[src/rtl/lc_pkg.sv]
package lc_pkg;
    localparam int NDIR   = 4;
    localparam int NSRC   = 2 * NDIR;
    localparam int SEL_W  = $clog2(NSRC);
    localparam int MODE_W = 2;
    localparam int NOPER  = 3;

    typedef enum logic [SEL_W-1:0] {
        SRC_N, SRC_S, SRC_E, SRC_W, SRC_N4, SRC_S4, SRC_E4, SRC_W4
    } src_e;

    typedef enum logic [MODE_W-1:0] {
        DIR_CELL, DIR_PASS_NEAR, DIR_PASS_FAR, DIR_OFF
    } dir_mode_e;

    typedef struct packed {
        src_e                          magic_sel;
        logic [NDIR-1:0][MODE_W-1:0]   dir_mode;
        logic                          use_reg;
        logic                          inv3;
        logic                          inv2;
        src_e                          x3_sel;
        src_e                          x2_sel;
        src_e                          x1_sel;
    } cell_cfg_t;

    localparam int CFG_W = $bits(cell_cfg_t);

    function automatic logic pick_src(src_e s, logic [NDIR-1:0] near, logic [NDIR-1:0] far);
        return s[SEL_W-1] ? far[s[SEL_W-2:0]] : near[s[SEL_W-2:0]];
    endfunction

    function automatic int unsigned opposite(int unsigned d);
        return d ^ 1;
    endfunction
endpackage

[src/rtl/lc_in_mux.sv]
module lc_in_mux
    import lc_pkg::*;
#(
    parameter int N_OUT = NOPER
) (
    input  src_e            sel   [N_OUT],
    input  logic [NDIR-1:0] near,
    input  logic [NDIR-1:0] far,
    output logic [N_OUT-1:0] x
);
    for (genvar i = 0; i < N_OUT; i++) begin : g_sel
        always_comb x[i] = pick_src(sel[i], near, far);
    end
endmodule

[src/rtl/lc_func_core.sv]
module lc_func_core (
    input  logic clk,
    input  logic rst,
    input  logic clr,
    input  logic x1,
    input  logic x2,
    input  logic x3,
    input  logic inv2,
    input  logic inv3,
    input  logic use_reg,
    output logic f,
    output logic q,
    output logic cell_out
);
    logic y2, y3;

    always_comb begin
        y2 = x2 ^ inv2;
        y3 = x3 ^ inv3;
        f  = x1 ? y2 : y3;
        cell_out = use_reg ? q : f;
    end

    // master-slave storage modelled as one edge-triggered stage
    always_ff @(posedge clk) begin
        if (rst || clr) q <= 1'b0;
        else            q <= f;
    end

    assert_reg_samples_f_R6: assert property (@(posedge clk) disable iff (rst)
        (!$past(rst) && !$past(clr)) |-> (q == $past(f)));

    assert_clear_zeroes_q_R7: assert property (@(posedge clk) disable iff (rst)
        $past(clr) |-> !q);
endmodule

[src/rtl/lc_route.sv]
module lc_route
    import lc_pkg::*;
(
    input  logic                        cell_out,
    input  logic [NDIR-1:0]             near,
    input  logic [NDIR-1:0]             far,
    input  logic [NDIR-1:0][MODE_W-1:0] dir_mode,
    input  src_e                        magic_sel,
    output logic [NDIR-1:0]             dir_out,
    output logic                        magic_out
);
    for (genvar d = 0; d < NDIR; d++) begin : g_dir
        localparam int OPP = int'(opposite(d));
        always_comb begin
            case (dir_mode_e'(dir_mode[d]))
                DIR_CELL:      dir_out[d] = cell_out;
                DIR_PASS_NEAR: dir_out[d] = near[OPP];
                DIR_PASS_FAR:  dir_out[d] = far[OPP];
                default:       dir_out[d] = 1'b0;
            endcase
        end
    end

    always_comb magic_out = pick_src(magic_sel, near, far);
endmodule

[src/rtl/lc_cell.sv]
module lc_cell
    import lc_pkg::*;
(
    input  logic                 clk,
    input  logic                 rst,
    input  logic                 cfg_we,
    input  logic [CFG_W-1:0]     cfg_wdata,
    input  logic                 clr,
    input  logic [NDIR-1:0]      nb_in,
    input  logic [NDIR-1:0]      nb4_in,
    output logic                 cell_out,
    output logic [NDIR-1:0]      dir_out,
    output logic                 magic_out
);
    cell_cfg_t        cfg_q;
    logic [NOPER-1:0] x;
    src_e             opsel [NOPER];
    logic             f, q;

    always_ff @(posedge clk) begin
        if (rst)         cfg_q <= '0;
        else if (cfg_we) cfg_q <= cell_cfg_t'(cfg_wdata);
    end

    always_comb begin
        opsel[0] = cfg_q.x1_sel;
        opsel[1] = cfg_q.x2_sel;
        opsel[2] = cfg_q.x3_sel;
    end

    lc_in_mux #(.N_OUT(NOPER)) u_in (
        .sel  (opsel),
        .near (nb_in),
        .far  (nb4_in),
        .x    (x)
    );

    lc_func_core u_core (
        .clk      (clk),
        .rst      (rst),
        .clr      (clr),
        .x1       (x[0]),
        .x2       (x[1]),
        .x3       (x[2]),
        .inv2     (cfg_q.inv2),
        .inv3     (cfg_q.inv3),
        .use_reg  (cfg_q.use_reg),
        .f        (f),
        .q        (q),
        .cell_out (cell_out)
    );

    lc_route u_route (
        .cell_out  (cell_out),
        .near      (nb_in),
        .far       (nb4_in),
        .dir_mode  (cfg_q.dir_mode),
        .magic_sel (cfg_q.magic_sel),
        .dir_out   (dir_out),
        .magic_out (magic_out)
    );

    assert_cfg_write_lands_R10: assert property (@(posedge clk) disable iff (rst)
        (!$past(rst) && $past(cfg_we)) |-> (cfg_q == $past(cfg_wdata)));

    assert_cfg_holds_R10: assert property (@(posedge clk) disable iff (rst)
        (!$past(rst) && !$past(cfg_we)) |-> $stable(cfg_q));

    assert_reg_path_cleared_R7: assert property (@(posedge clk) disable iff (rst)
        (!$past(rst) && $past(clr) && cfg_q.use_reg) |-> !cell_out);

    assert_north_carries_cell_R8: assert property (@(posedge clk) disable iff (rst)
        (cfg_q.dir_mode[0] == DIR_CELL) |-> (dir_out[0] == cell_out));
endmodule

[config.mk]
export PLATFORM = sky130hd
export DESIGN_NAME = lc_cell
export DESIGN_NICKNAME = d
export VERILOG_FILES = /design/src/rtl/lc_pkg.sv /design/src/rtl/lc_in_mux.sv /design/src/rtl/lc_func_core.sv /design/src/rtl/lc_route.sv /design/src/rtl/lc_cell.sv
export SDC_FILE = /design/constraint.sdc
export NUM_CORES = 1
export LEC_CHECK = 0
export BUFFER_PORTS_ARGS = -buffer_cell sky130_fd_sc_hd__buf_4
export CAP_MARGIN = 0
export CORE_AREA = 4 4 61 63
export DETAILED_ROUTE_END_ITERATION = 8
export DIE_AREA = 0 0 65 67
export PLACE_DENSITY_LB_ADDON = 0.2
export SLEW_MARGIN = 5
export SYNTH_ARGS = -nofsm -noshare
export SYNTH_HDL_FRONTEND = slang
export SYNTH_SLANG_ARGS = --single-unit
[constraint.sdc]
create_clock -name clk -period 2.1 [get_ports clk]
set_clock_uncertainty 0.1 [all_clocks]
set_input_delay 0.105 -clock clk [delete_from_list [all_inputs] [get_ports clk]]
set_output_delay 0.105 -clock clk [all_outputs]
set_load 0.02 [all_outputs]
==> impl_metrics.env <==
export IMPL_setup_violations=5
export IMPL_synthCells=121
export IMPL_path_clk_slew_ps=130
export IMPL_drv_slew=0
export IMPL_synth_compound_area_frac=0.0524
export IMPL_crit_family="multiplexers"
export IMPL_synth_nets=156
export IMPL_yosys_area_share_simple=0.108
export IMPL_violations="negative setup slack"
export IMPL_grt_pass1_vias=1169
export IMPL_cts_root_buf="clkbuf_4"
export IMPL_fin_tns_setup_ps=-1770
export IMPL_clk_latency_ps=310
export IMPL_io_pins=41
export IMPL_outcome="finished, violations left"
export IMPL_critPathKind="flop to primary output"
export IMPL_core_area_um2=3230
export IMPL_synth_seq_cells=24
export IMPL_synth_mux_area_fraction=0.400
export IMPL_grt_max_degree=25
export IMPL_drc=0
export IMPL_slew_headroom=0.739
export IMPL_finalInstanceArea_um2=1900
export IMPL_ys_warn_count=0
export IMPL_placed_area_um2=1590
export IMPL_die_w_um=65
export IMPL_drtIter0Drc=29
export IMPL_overflow=0
export IMPL_numClockSinks=24
export IMPL_place_ws_ps=-112
export IMPL_dr_pass1_iters=4
export IMPL_cts_buffer_depth=2
export IMPL_start_util=0.384
export IMPL_routabilityCongestion=0.784
export IMPL_drtAntennaViolNets=0
export IMPL_end_kind="primary output"
export IMPL_routed_via_count=1109
export IMPL_cap_violations=0
export IMPL_powerDensity_nw_per_um2=586
export IMPL_timing_fmax_ghz=0.404
export IMPL_die_y_um=67
export IMPL_period_share=1.18
export IMPL_diodes=0
export IMPL_syn_to_final_growth_pct=52.8
export IMPL_path_cells="mux4_2 -> mux2i_4 -> nor2_2 -> a222oi_1 -> buf_4 -> o31ai_2 -> buf_4"
export IMPL_drive_gt1_frac=0.335
export IMPL_crit_required_ps=1890
export IMPL_routed_wl_mm=3.20
export IMPL_dieArea_um2=4360
export IMPL_cts_setup_buffers=0
export IMPL_cpMostUsedCell="buf_4"
export IMPL_dp_hpwl_mm=2.31
export IMPL_worstPathMaxFanout=3
export IMPL_synth_cell_types=19
export IMPL_nNetsFinal=221
export IMPL_fillers=305
export IMPL_final_setup_worst_slack_ps=-377
export IMPL_synth_xor_area_frac=0.0141
export IMPL_tightest_slew_ps=391
export IMPL_antenna_found_initial=0
export IMPL_holdCritPathClass="input pin to flop"
export IMPL_synth_area_per_cell_um2=10.3
export IMPL_grt_use_total=0.159
export IMPL_crit_slowest_cell="mux4_2"
export IMPL_cts_htree_levels=1
export IMPL_cts_buffers=3
export IMPL_cts_tree="yes"
export IMPL_leakage_nw=0.837
export IMPL_period_minus_slack_ps=2480
export IMPL_wl_per_cell_um=13.8
export IMPL_post_drt_via_cell_ratio=4.80
export IMPL_synthAdderAreaFrac=0
export IMPL_cp_data_arrival_time_ps=2270
export IMPL_rsz0062_at_grt="true"
export IMPL_syn_area_um2=1240
export IMPL_place_inst=203
export IMPL_rows=21
export IMPL_synth_top_family_by_area="multiplexers"
export IMPL_path_buf_inv=2
export IMPL_synth_seq_area_share=0.387
export IMPL_vdd_ir_drop_max_uv=320
export IMPL_cp_start_kind="flop"
export IMPL_final_cells=231
export IMPL_grt_pass1_wl_mm=5.38
export IMPL_place_port_buffers=40
export IMPL_hold_viol_final=0
export IMPL_cpPeakStageDelay_ps=520
per-layer routing:
| metal | GRT usage | vias to the layer above | routed length, um |
|---|---|---|---|
| met2 | 0.294 | 28 | 1690 |
| met1 | 0.190 | 524 | 1330 |
| met3 | 0.0236 | 2 | 163 |
| met4 | 0.0449 | 0 | 15 |
| met5 | 0 | - | 0 |
| li1 | - | 555 | - |
layout make-up:
type,instances,area [um^2],area share
sequential,24,489,0.258
timing repair buffer,67,571,0.301
inverter,5,18.8,0.00989
clock buffer,4,36.3,0.0191
multi-input combinational,85,724,0.382
tap,46,57.6,0.0303
stage by stage:
step                power [mW]  hold slack, ps   util
finish                    1.11            29.8  0.587
global route              1.17            32.1  0.587
CTS                       1.11            23.5  0.582
detailed placement       0.829             177  0.492
global placement         0.821             175  0.492
floorplan                0.689            70.0      -
cells in the final DEF (no fill, tap or decap), drive strengths merged:
master	count
mux2	1
o31ai	4
mux2i	33
clkbuf	4
inv	5
nor3	1
xnor2	2
nand2	4
mux4	6
a222oi	1
a31oi	4
nor2	28
nor2b	1
dfxtp	24
buf	43
dlygate4sd3	24
repair_timing:
item | 4_1_cts | 5_1_grt
hold buffers | 24 | 0
hold endpoints to repair | 24 | 0
resized for setup | 6 | 3
setup endpoints to repair | 5 | 5
state kept, by name, indices dropped and copies added (netlist names):
signal and count:
u_core.q 1, cfg_q 23
logic make-up after synthesis:
| logic type | after synthesis |
|---|---|
| AOI/OAI and AO/OA | 9 |
| buffers and inverters | 12 |
| muxes | 40 |
| DFF | 24 |
| and+or+nand+nor | 34 |
| xor gates and xnor gates | 2 |
worst paths after layout:
check | startpoint | to | slack, ps | cells after the start
setup / recovery | cfg_q[0] | dir_out[1] | -380 | 7
hold / removal | rst | cfg_q[3] | 30 | 2
hold reg to reg | cfg_q[22] | cfg_q[22] | 440 | 2
setup reg to reg | cfg_q[0] | u_core.q | 440 | 5
cells in the mapped netlist:
master / number / share of area
mux2i_1: 32 / 0.26
nor2_1: 27 / 0.082
dfxtp_1: 24 / 0.39
inv_1: 5 / 0.015
a31oi_1: 4 / 0.020
mux4_2: 4 / 0.073
nand2_1: 4 / 0.012
o31ai_1: 4 / 0.024
clkbuf_1: 3 / 0.0091
buf_1: 2 / 0.0061
buf_2: 2 / 0.0081
mux4_1: 2 / 0.042
xnor2_1: 2 / 0.014
a222oi_1: 1 / 0.0081
mux2_2: 1 / 0.0091
mux2i_4: 1 / 0.018
nor2_2: 1 / 0.0050
nor2b_1: 1 / 0.0050
nor3_1: 1 / 0.0040
report_power, final:
part	leakage, nW	switching [mW]	internal, mW
clock	0.0210	0.137	0.106
combinational	0.617	0.149	0.207
sequential	0.200	0.0302	0.483
total	0.837	0.315	0.796
worst reg2reg max path, cell delays in order, from the launching register on:
cell and delay, ps:
dfxtp_4 390, mux4_2 520, mux2i_4 180, buf_4 140
mux2i_1 170, nor3_1 60
(Power assumes the default switching activity.)
